## src/rtl/burst_pkg.sv

```systemverilog
package burst_pkg;
   // Beat ordering selected by the order input (1 = interleaved)
   typedef enum logic {
      ORD_LINEAR      = 1'b0,
      ORD_INTERLEAVED = 1'b1
   } burst_order_e;

   localparam int unsigned BEAT_BITS = 2;
endpackage

```

## src/rtl/burst_start_reg.sv

```systemverilog
module burst_start_reg #(
   parameter int unsigned ADDR_W = 20,
   parameter int unsigned CNT_W  = 2,
   localparam int unsigned UP_W  = ADDR_W - CNT_W
) (
   input  logic              clk,
   input  logic              rst_n,
   input  logic              load,
   input  logic [ADDR_W-1:0] ext_addr,
   output logic [UP_W-1:0]   upper_q,
   output logic [CNT_W-1:0]  start_q
);
   always_ff @(posedge clk) begin
      if (!rst_n) begin
         upper_q <= '0;
         start_q <= '0;
      end else if (load) begin
         upper_q <= ext_addr[ADDR_W-1:CNT_W];
         start_q <= ext_addr[CNT_W-1:0];
      end
   end
endmodule

```

## src/rtl/burst_step_cnt.sv

```systemverilog
module burst_step_cnt #(
   parameter int unsigned CNT_W = 2
) (
   input  logic             clk,
   input  logic             rst_n,
   input  logic             load,
   input  logic             step,
   output logic [CNT_W-1:0] cnt_q
);
   // A load clears the beat index and takes priority over a step.
   always_ff @(posedge clk) begin
      if (!rst_n)
         cnt_q <= '0;
      else if (load)
         cnt_q <= '0;
      else if (step)
         cnt_q <= cnt_q + 1'b1;
   end
endmodule

```

## src/rtl/burst_seq_map.sv

```systemverilog
module burst_seq_map
   import burst_pkg::*;
#(
   parameter int unsigned CNT_W            = 2,
   parameter bit          MODE_PIN_PRESENT = 1'b1,
   parameter bit          MODE_DEFAULT     = 1'b1
) (
   input  logic             order_sel,
   input  logic [CNT_W-1:0] start_bits,
   input  logic [CNT_W-1:0] beat,
   output logic [CNT_W-1:0] low_bits
);
   burst_order_e order_eff;

   generate
      if (MODE_PIN_PRESENT) begin : g_pin
         assign order_eff = burst_order_e'(order_sel);
      end else begin : g_fixed
         // Pin absent: the default models an input pulled to its idle level.
         logic unused_sel;
         assign unused_sel = order_sel;
         assign order_eff  = burst_order_e'(MODE_DEFAULT);
      end
   endgenerate

   always_comb begin
      if (order_eff == ORD_INTERLEAVED)
         low_bits = start_bits ^ beat;
      else
         low_bits = start_bits + beat;
   end
endmodule

```

## src/rtl/burst_addr_gen.sv

```systemverilog
module burst_addr_gen
   import burst_pkg::*;
#(
   parameter int unsigned ADDR_W           = 20,
   parameter int unsigned CNT_W            = BEAT_BITS,
   parameter bit          MODE_PIN_PRESENT = 1'b1,
   parameter bit          MODE_DEFAULT     = 1'b1,
   localparam int unsigned UP_W            = ADDR_W - CNT_W
) (
   input  logic              clk,
   input  logic              rst_n,
   input  logic [ADDR_W-1:0] ext_addr,
   input  logic              strobe_cpu_n,
   input  logic              strobe_ctl_n,
   input  logic              adv_n,
   input  logic              order_sel,
   output logic [ADDR_W-1:0] cur_addr,
   output logic [CNT_W-1:0]  burst_pos
);
   generate
      if (CNT_W != BEAT_BITS) begin : g_bad_cnt
         $error("burst_addr_gen: CNT_W must equal %0d", BEAT_BITS);
      end
      if (ADDR_W <= CNT_W) begin : g_bad_addr
         $error("burst_addr_gen: ADDR_W must exceed CNT_W");
      end
   endgenerate

   logic             load;
   logic             step;
   logic [UP_W-1:0]  upper_q;
   logic [CNT_W-1:0] start_q;
   logic [CNT_W-1:0] beat_q;
   logic [CNT_W-1:0] low_bits;

   assign load = ~strobe_cpu_n | ~strobe_ctl_n;
   assign step = ~adv_n;

   burst_start_reg #(.ADDR_W(ADDR_W), .CNT_W(CNT_W)) u_start (
      .clk(clk), .rst_n(rst_n), .load(load), .ext_addr(ext_addr),
      .upper_q(upper_q), .start_q(start_q)
   );

   burst_step_cnt #(.CNT_W(CNT_W)) u_cnt (
      .clk(clk), .rst_n(rst_n), .load(load), .step(step), .cnt_q(beat_q)
   );

   burst_seq_map #(
      .CNT_W(CNT_W), .MODE_PIN_PRESENT(MODE_PIN_PRESENT), .MODE_DEFAULT(MODE_DEFAULT)
   ) u_map (
      .order_sel(order_sel), .start_bits(start_q), .beat(beat_q), .low_bits(low_bits)
   );

   assign cur_addr  = {upper_q, low_bits};
   assign burst_pos = beat_q;
endmodule

```

## config.mk

```make
export PLATFORM = sky130hd
export DESIGN_NAME = burst_addr_gen
export DESIGN_NICKNAME = d
export VERILOG_FILES = /design/src/rtl/burst_pkg.sv /design/src/rtl/burst_start_reg.sv /design/src/rtl/burst_step_cnt.sv /design/src/rtl/burst_seq_map.sv /design/src/rtl/burst_addr_gen.sv
export SDC_FILE = /design/constraint.sdc
export NUM_CORES = 1
export LEC_CHECK = 0
export ABC_AREA = 0
export ABC_CLOCK_PERIOD_IN_PS = 1400
export BUFFER_PORTS_ARGS = -buffer_cell sky130_fd_sc_hd__buf_2
export CAP_MARGIN = 25
export CORE_MARGIN = 5
export CORE_UTILIZATION = 42
export DETAILED_ROUTE_END_ITERATION = 6
export GPL_ROUTABILITY_DRIVEN = 0
export PLACE_DENSITY_LB_ADDON = 0.12
export SYNTH_ARGS = -nofsm -noshare
export SYNTH_HDL_FRONTEND = slang
export SYNTH_HIERARCHICAL = 1
export SYNTH_SLANG_ARGS = --single-unit
```

## constraint.sdc

```tcl
create_clock -name clk -period 1.4 [get_ports clk]
set_input_delay 0.42 -clock clk [delete_from_list [all_inputs] [get_ports clk]]
set_output_delay 0.42 -clock clk [all_outputs]
set_load 0.03 [all_outputs]
```

======== Yosys cells after proc, flatten, opt, wreduce, memory -nomap -nowiden ========
Index checks and enable logic that the tools add are counted.
W data, S select, Z words.
storage, ports and cells
  output and inout bits ................... 22
  register bits ........................... 22
operators by class
  reductions and logical operators ........ 1
  add/subtract/negate cells ............... 2
  bitwise gates (word level) .............. 5
  multiplexer cells ....................... 1
operator list
  kind                   count
  $not A1 Y1             3
  $add A2 B1 Y2 const B  1
  $add A2 B2 Y2          1
  $mux W2                1
  $reduce_or A2 Y1       1
  $xor A2 B2 Y2          1
  $or A1 B1 Y1           1

======== Logic depth before layout (Yosys ltp) ========
Gate-level depths: netlist of the first run.
  depth after elaboration ................. 3
  depth in mapped cells ................... 4

======== By module ========
Netlist of the first run, hierarchy kept.
modules (own cells, without submodules)
  module           cells an instance  sequential area each (sq um)  area each (sq um)  times used
  burst_start_reg  64                 400.4                         755.7              1
  burst_step_cnt   8                  40.0                          85.1               1
  burst_seq_map    4                  0.0                           36.3               1
  burst_addr_gen   2                  0.0                           7.5                1

======== Worst setup path before layout of the first run ========
Ideal clock, no wire load.
  path type ............................... register -> output
  start point ............................. register u_cnt.cnt_q[0]
  end point ............................... output cur_addr[1]
  stages on the path, launching flop included .. 4
  path buffers ............................ 0
  data required time ...................... 980 ps
  arrival ................................. 1,304 ps
  slack ................................... -324 ps
  cells stage by stage .................... dfxtp_1 > ha_1 > nor2b_1 > xnor2_1
between the ends
  word-level cells in the longest chain between the ends .. 2
ends and longest elaborated chain
  what                    RTL line              RTL
  start, declared         burst_step_cnt.sv:8   output logic [CNT_W-1:0] cnt_q
  start signal, assigned  burst_step_cnt.sv:17  cnt_q <= cnt_q + 1'b1;
  $add A2 B2 Y2           burst_seq_map.sv:30   low_bits = start_bits + beat;
  $mux W2                 burst_seq_map.sv:27   if (order_eff == ORD_INTERLEAVED)
  end, declared           burst_addr_gen.sv:17  output logic [ADDR_W-1:0] cur_addr,
Every way passes these cells.

======== Final worst setup path of the first run ========
Ends and elaborated chain as after synthesis.

==> results of run 1 <==
## per-layer routing
metal | share of wire (%) | up-vias | wire length [um] | GRT usage (%)
li1 | - | 357 | - | -
met2 | 52 | 19 | 932 | 21.5
met1 | 40 | 315 | 715 | 11.8
met5 | 0 | - | 0 | 0
met4 | 0.55 | 0 | 10 | 6.10
met3 | 8.3 | 2 | 151 | 3.71
## cell usage after synthesis, drive strengths merged
cell / instances / area, um^2
buf: 2 / 22.5
nand3b: 1 / 7.51
inv: 1 / 3.75
ha: 1 / 12.5
xnor2: 3 / 26.3
clkbuf: 2 / 7.51
dfxtp: 22 / 440
nand2b: 1 / 6.26
nor2: 1 / 3.75
mux2i: 20 / 200
a21oi: 1 / 8.76
nand2: 1 / 3.75
a21bo: 1 / 10.0
nor2b: 21 / 131
## sequential cells by signal, indices dropped and copies added, names as in the netlist
| name | cells |
|---|---|
| u_cnt/cnt_q | 2 |
| u_start/start_q | 2 |
| u_start/upper_q | 18 |
## power by group
group          switching [uW]  internal [uW]
clock network             175            158
logic                     152            125
registers                19.1            663
## worst paths after layout
| path | from | end | slack [ps] |
|---|---|---|---|
| worst max-delay path | u_cnt/cnt_q[0] | cur_addr[1] | -250 |
| worst min-delay path | ext_addr[15] | u_start/upper_q[13] | 370 |
| worst max register to register | u_cnt/cnt_q[0] | u_cnt/cnt_q[1] | 540 |
| worst min register to register | u_start/upper_q[0] | u_start/upper_q[0] | 530 |
## worst register-to-register path: stages (launching register included)
cell     delay (ps)
dfxtp_4         370
buf_4           150
a21bo_1         190
a21oi_2         100
## through the flow
stage	worst slack (ps)	instances	hold WS [ps]	power, uW	setup TNS [ps]
floorplan	29.4	78	489	870	0
global placement	-31.8	152	492	961	-31.8
detailed placement	-48.8	152	503	966	-48.8
CTS	-283	156	359	1320	-354
global route	-321	156	370	1360	-406
finish	-250	156	370	1290	-299
## kinds of logic after synthesis
family          after synthesis
flops                        22
xor+xnor                      3
mux                          20
buf+inv                       5
compound gates                2
fa+ha+maj                     1
simple gates                 25
## timing repair
item | CTS | global route
endpoints found under the setup margin | 3 | 2
pin swaps | 2 | 0
resized for setup | 9 | 0
buffers inserted | 0 | 0
## final cells by class
class                   instances  area [um^2]
flip-flops and latches         22          447
fillers                       177          703
clock buffers                   4         36.3
well taps                      27         33.8
multi-input cells              51          449
inverters                       1         3.75
repair buffers                 51          309
==> results_dict.tcl, run 1 <==
set metrics [dict create \
    crit_path_end_kind "output pin" \
    critPathTopFamily "flip-flops" \
    final_area_um2 1280 \
    avgRoutedWirePerCell_um 11.6 \
    grt_pass1_wl_mm 2.93 \
    drc 0 \
    synth-simple-area-share_pct 17.3 \
    final_util_pct 64.5 \
    grt_max_degree 22 \
    path_buf_inv 1 \
    min_period_over_period_pct 118 \
    syn_to_final_growth_pct 44.6 \
    insertion_delay_ps 300 \
    ys_ff_latch 22 \
    nets 157 \
    clock_skew_ps 6.76 \
    synth_xor_area_share_pct 2.97 \
    p_leak_uw 0.000685 \
    violations "setup timing" \
    antenna_cells 0 \
    portBuffers 47 \
    layout-drive-gt1-share_pct 48.1 \
    cpPeakStageDelay_ps 370 \
    synth_area_um2 885 \
    clock_path_buffers 2 \
    finalSetupViolations 2 \
    grt_pass1_vias 696 \
    start_kind "flop" \
    worst_pin_slew_ps 294 \
    hold_depth 3 \
    r2r_cells 3 \
    final_cell_mix "44 x buf_2, 20 x mux2i_1, 20 x nor2b_1" \
    syn_area_per_cell_um2 11.3 \
    yosysUniqueCellTypes 14 \
    min_period_ps 1650 \
    num_io_pins 48 \
    power_density_nw_per_um2 1010 \
    vias 693 \
    cts_root_buf "clkbuf_4" \
    row_count 16 \
    antenna_found_initial 0 \
    viasPerCell 4.44 \
    synth-seq-area-share_pct 49.8 \
    yosys_warnings 6 \
    synthMuxAreaShare_pct 22.6 \
    clock.fmax_ghz 0.606 \
    hold_path.class "primary input to flop" \
    clk_pin_slew_ps 120 \
    dp.final_hpwl_mm 1.41 \
    grt_usage_pct 11.7 \
    final_common_cell "buf_2" \
    slowest_stage "dfxtp_4" \
    die_w_um 55.9 \
    dieArea_um2 3120 \
    cp_num_cells 4 \
    cts_buffers 3 \
    clock-sinks 22 \
    cts_htree_levels 1 \
    cts_tree "yes" \
    cp.required_ps 980 \
    grt_overflow_total 0 \
    maxSlewHeadroom_pct 80.4 \
    synth_top_family_by_area "multiplexers" \
    cp_max_fo 2 \
    vdd.ir_drop.worst_mv 0.636 \
    finalHoldViolations 0 \
    syn_inst 78 \
    crit_type "flop to output pin" \
    worst_slack_ps -250 \
    run_status "finished, violations left" \
    die_y_um 55.9 \
    synth_compound_area_share_pct 2.12 \
    synth_nets 105 \
    cp_cell_sequence "ha_4 > nor2b_4 > xnor2_4 > buf_6" \
    placed_cell_area_um2 1210 \
    maxSlewViolCount 0 \
    rsz0062_at_grt "yes" \
    fp.coreArea_um2 1980 \
    dr.first_iter.drc_count 5 \
    cap_violations 0 \
    wl_mm 1.81 \
    postCtsHoldBufs 0 \
    crit_arrival_ps 1230 \
    start_util_pct 44.6 \
    firstDrtPassIters 2 \
    postRouteAntennaNets 0 \
    synth_fa_ha_area_share_pct 1.41 \
]
No activity file was read; power rests on OpenSTA's default activity.
==> inputs of run 2 (changes only) <==
==> constraint.sdc (replaced) <==
create_clock -name clk -period 1.4 [get_ports clk]
set_input_delay 0.42 -clock clk [delete_from_list [all_inputs] [get_ports clk]]
set_output_delay 0.42 -clock clk [all_outputs]
set_load 0.05 [all_outputs]
==> results_dict.tcl, run 2 (synthesized netlist as in run 1, its figures left out) <==
set metrics [dict create \
    avgRoutedWirePerCell_um 11.9 \
    cpPeakStageDelay_ps 380 \
    clock_skew_ps 0.156 \
    viasPerCell 4.63 \
    clock_path_buffers 2 \
    drc 0 \
    cap_violations 0 \
    postCtsHoldBufs 0 \
    rsz0062_at_grt "yes" \
    n_fill_cell 165 \
    cts_htree_levels 1 \
    cp_cell_sequence "ha_4 > nor2b_4 > xnor2_4 > buf_6" \
    start_kind "flop" \
    cts_buffers 3 \
    clock.fmax_ghz 0.586 \
    r2r_start "u_cnt/cnt_q[0]" \
    die_w_um 55.9 \
    antenna_cells 0 \
    reg_top3 "u_start/upper_q (18), u_cnt/cnt_q (2), u_start/start_q (2)" \
    worst_slack_ps -306 \
    dr.first_iter.drc_count 7 \
    power_density_nw_per_um2 1080 \
    clk_pin_slew_ps 120 \
    p_leak_uw 0.000699 \
    cts_tree "yes" \
    crit_path_end_kind "output pin" \
    cp_max_fo 2 \
    num_io_pins 48 \
    multi_input_area_um2 449 \
    layout-drive-gt1-share_pct 48.9 \
    grt_pass1_wl_mm 3.04 \
    insertion_delay_ps 300 \
    worstSetupStartpoint "u_cnt/cnt_q[0]" \
    totalPowerFinal_uw 1430 \
    postRouteAntennaNets 0 \
    hold_depth 3 \
    grt_pass1_vias 714 \
    largest_reg_flops 18 \
    crit_arrival_ps 1290 \
    regMostFlops "u_start/upper_q" \
    regArea_um2 449 \
    violations "setup timing" \
    portBuffers 47 \
    wl_mm 1.89 \
    cp.required_ps 980 \
    finalSetupViolations 2 \
    grt_max_degree 22 \
    start_util_pct 44.6 \
    grt_overflow_total 0 \
    finalHoldViolations 0 \
    endpoint "cur_addr[1]" \
    dieArea_um2 3120 \
    worst_pin_slew_ps 303 \
    clock-sinks 22 \
    min_period_over_period_pct 122 \
    syn_to_final_growth_pct 50.4 \
    r2r_cells 3 \
    crit_type "flop to output pin" \
    hold_path.class "primary input to flop" \
    reg2reg_to "u_cnt/cnt_q[1]" \
    maxSlewHeadroom_pct 79.8 \
    antenna_found_initial 0 \
    maxSlewViolCount 0 \
    vdd.ir_drop.worst_mv 0.673 \
    dp.final_hpwl_mm 1.43 \
    nets 159 \
    firstDrtPassIters 2 \
    vias 731 \
    grt_usage_pct 11.9 \
    fp.coreArea_um2 1980 \
    die_y_um 55.9 \
    run_status "finished, violations left" \
    cts_root_buf "clkbuf_4" \
    slowest_stage "dfxtp_4" \
    min_period_ps 1710 \
    final_common_cell "buf_2" \
    post-place-ws_ps -123 \
    final_cell_mix "36 x buf_2, 20 x mux2i_1, 20 x nor2b_1" \
    ff2ff_setup_slack_ps 510 \
    row_count 16 \
]
[run 2: cell types whose count changed in the layout (fill, tap and decap cells not counted), moves of 2 or more]
cell	before	now
clkbuf_4	3	10
buf_4	2	4
buf_8	0	2
buf_2	44	36
[run 2: cell type report]
| type | count | share of cell area, % |
|---|---|---|
| inverters | 1 | 0.282 |
| repair buffers | 53 | 26.1 |
| flip-flops and latches | 22 | 33.8 |
| clock buffers | 4 | 3.57 |
| multi-input cells | 51 | 33.8 |
| well taps | 27 | 2.54 |
[run 2: worst min-delay path by stage]
stage                         from                  end  slack, ps
2_1_floorplan   u_start/start_q[1]   u_start/start_q[1]        500
3_5_place_dp   u_start/upper_q[14]  u_start/upper_q[14]        500
5_1_grt                ext_addr[3]   u_start/upper_q[1]        360
6_report               ext_addr[8]   u_start/upper_q[6]        370
3_3_place_gp   u_start/upper_q[15]  u_start/upper_q[15]        490
4_1_cts                ext_addr[8]   u_start/upper_q[6]        350
[run 2: critical path, delay by kind of cell, from the launching register on]
kind | cells | cell delay, ps
buffers and inverters | 1 | 170
adder cells (fa/ha/maj) | 1 | 120
AND/OR/NAND/NOR | 1 | 180
XOR/XNOR | 1 | 130
flip-flops | 1 | 380
[run 2: routing by layer]
| metal | share of wire [%] | wire, um | global-route usage [%] | vias up |
|---|---|---|---|---|
| met3 | 7.0 | 132 | 4.87 | 2 |
| met2 | 51 | 968 | 20.9 | 21 |
| met1 | 41 | 775 | 13.2 | 346 |
| met5 | 0 | 0 | 0 | - |
| met4 | 0.53 | 10 | 3.05 | 0 |
| li1 | - | - | - | 362 |
[run 2: timing repair]
item,in CTS,in global routing
hold endpoints to repair,0,0
pin swaps,2,0
endpoints found under the setup margin,4,11
cloned,0,0
gates resized for setup,10,9
setup buffers,0,1
[run 2: report_power, final]
part	internal [uW]	switching, uW
clock network	218	189
registers	661	19.5
logic	134	214
[run 2: per-stage QoR]
step	setup TNS [ps]	hold slack [ps]	instance area, um^2	util, %	cells
after floorplan	-72.5	504	931	-	78
after global placement	-97.7	492	1220	61.6	153
after detailed placement	-123	501	1220	61.6	153
after CTS	-443	350	1300	65.5	157
after global routing	-510	362	1330	67.1	158
final	-397	365	1330	67.1	158
==> inputs of run 3 (changes only) <==
--- a/config.mk
+++ b/config.mk
@@ -12,4 +12,5 @@
 export CORE_MARGIN = 5
 export CORE_UTILIZATION = 42
+export CTS_CLUSTER_DIAMETER = 100
 export DETAILED_ROUTE_END_ITERATION = 6
 export GPL_ROUTABILITY_DRIVEN = 0
==> constraint.sdc (replaced) <==
create_clock -name clk -period 1.4 [get_ports clk]
set_input_delay 0.42 -clock clk [delete_from_list [all_inputs] [get_ports clk]]
set_output_delay 0.42 -clock clk [all_outputs]
set_load 0.1 [all_outputs]
==> results_dict.tcl, run 3 (synthesized netlist as in run 1, its figures left out) <==
set metrics [dict create \
    run_status "finished, violations left" \
    violations "setup timing" \
    antenna_found_initial 0 \
    cp.required_ps 980 \
    grt_usage_pct 14.3 \
    grt_max_degree 22 \
    final_cell_mix "25 x buf_2, 23 x buf_12, 20 x mux2i_1, 20 x nor2b_1, 19 x dfxtp_1" \
    row_count 16 \
    regMostFlops "u_start/upper_q" \
    crit_arrival_ps 1320 \
    grt_pass1_wl_mm 3.52 \
    regArea_um2 449 \
    antenna_cells 0 \
    die_y_um 55.9 \
    syn_to_final_growth_pct 81.3 \
    maxSlewViolCount 0 \
    clock.fmax_ghz 0.575 \
    cap_violations 0 \
    final_area_um2 1600 \
    num_io_pins 48 \
    avgRoutedWirePerCell_um 13.8 \
    cts_root_buf "clkbuf_4" \
    dr.first_iter.drc_count 8 \
    dp.final_hpwl_mm 1.66 \
    n_fill_cell 119 \
    vias 727 \
    maxSlewHeadroom_pct 79.6 \
    crit_type "flop to output pin" \
    grt_pass1_vias 755 \
    worst_pin_slew_ps 306 \
    drc 0 \
    cts_tree "yes" \
    finalSetupViolations 3 \
    portBuffers 47 \
    totalPowerFinal_uw 1590 \
    multi_input_area_um2 449 \
    worst_slack_ps -338 \
    hold_path.class "primary input to flop" \
    largest_reg_flops 18 \
    start_util_pct 44.6 \
    finalHoldViolations 0 \
    p_leak_uw 0.000771 \
    layout-drive-gt1-share_pct 48.5 \
    start_kind "flop" \
    min_period_over_period_pct 124 \
    clk_pin_slew_ps 120 \
    firstDrtPassIters 2 \
    power_density_nw_per_um2 994 \
    postRouteAntennaNets 0 \
    min_period_ps 1740 \
    clock_path_buffers 2 \
    viasPerCell 4.57 \
    dieArea_um2 3120 \
    clock-sinks 22 \
    postCtsHoldBufs 0 \
    placed_cell_area_um2 1540 \
    cts_htree_levels 1 \
    clock_skew_ps 1.06 \
    vdd.ir_drop.worst_mv 0.785 \
    insertion_delay_ps 300 \
    nets 160 \
    fp.coreArea_um2 1980 \
    cp_cell_sequence "ha_4 > nor2b_4 > xnor2_4 > buf_12" \
    final_common_cell "buf_2" \
    cp_max_fo 2 \
    cts_buffers 3 \
    wl_mm 2.20 \
    die_w_um 55.9 \
    reg_top3 "u_start/upper_q (18), u_cnt/cnt_q (2), u_start/start_q (2)" \
    crit_path_end_kind "output pin" \
    cpPeakStageDelay_ps 380 \
    grt_overflow_total 0 \
    slowest_stage "dfxtp_4" \
    rsz0062_at_grt "yes" \
]
run 3: cell types whose count changed in the layout (fill, tap and decap cells not counted), sizes merged:
| cell | change |
|---|---|
| buf | +8 |
| clkbuf | -7 |
run 3: path summary, 6_finish.rpt:
| path | from | endpoint | slack (ps) | depth (start not counted) |
|---|---|---|---|---|
| worst max register to register | u_cnt/cnt_q[0] | u_cnt/cnt_q[1] | 180 | 6 |
| worst max-delay path | u_cnt/cnt_q[0] | cur_addr[1] | -340 | 4 |
| worst min-delay path | ext_addr[6] | u_start/upper_q[4] | 370 | 3 |
| worst min register to register | u_start/start_q[1] | u_start/start_q[1] | 550 | 2 |
run 3: cell type report:
class                           count  area share [%]
Inverter                            1           0.234
Timing Repair Buffer               54            40.0
Sequential cell                    22            28.0
Multi-Input combinational cell     51            28.0
Tap cell                           27            2.11
Clock buffer                        4            1.64
run 3: report_power, final:
group	switching, uW	leakage [uW]	internal [uW]
Clock	180	0.0000150	111
Sequential	39.3	0.000184	662
Combinational	366	0.000572	237
Total	585	0.000771	1010
run 3: stage by stage:
| stage | std cells | TNS (ps) | utilization, % | hold WS, ps | setup WS (ps) |
|---|---|---|---|---|---|
| 2_1_floorplan | 78 | -385 | - | 504 | -385 |
| 3_3_place_gp | 152 | -37.0 | 77.8 | 520 | -37.0 |
| 3_5_place_dp | 152 | -58.5 | 77.8 | 533 | -58.5 |
| 4_1_cts | 158 | -584 | 80.2 | 368 | -353 |
| 5_1_grt | 159 | -793 | 80.9 | 368 | -396 |
| 6_report | 159 | -666 | 80.9 | 374 | -338 |
run 3: layer usage:
layer / global-route usage (%) / wire length, um / up-vias
li1: - / - / 369
met1: 15.8 / 870 / 334
met2: 25.7 / 1170 / 22
met3: 4.41 / 145 / 2
met4: 5.08 / 14 / 0
met5: 0 / 0 / -
run 3: repair_timing:
item | 4_1_cts | 5_1_grt
pin swaps | 1 | 0
buffers inserted | 2 | 1
resized for setup | 2 | 2
endpoints found under the setup margin | 3 | 4
run 3: worst max-delay path, delay by kind of cell (launching register included):
kind	cells	cell delay [ps]
xor+xnor	1	140
fa+ha+maj	1	120
buf+inv	1	190
flops	1	380
simple gates	1	180
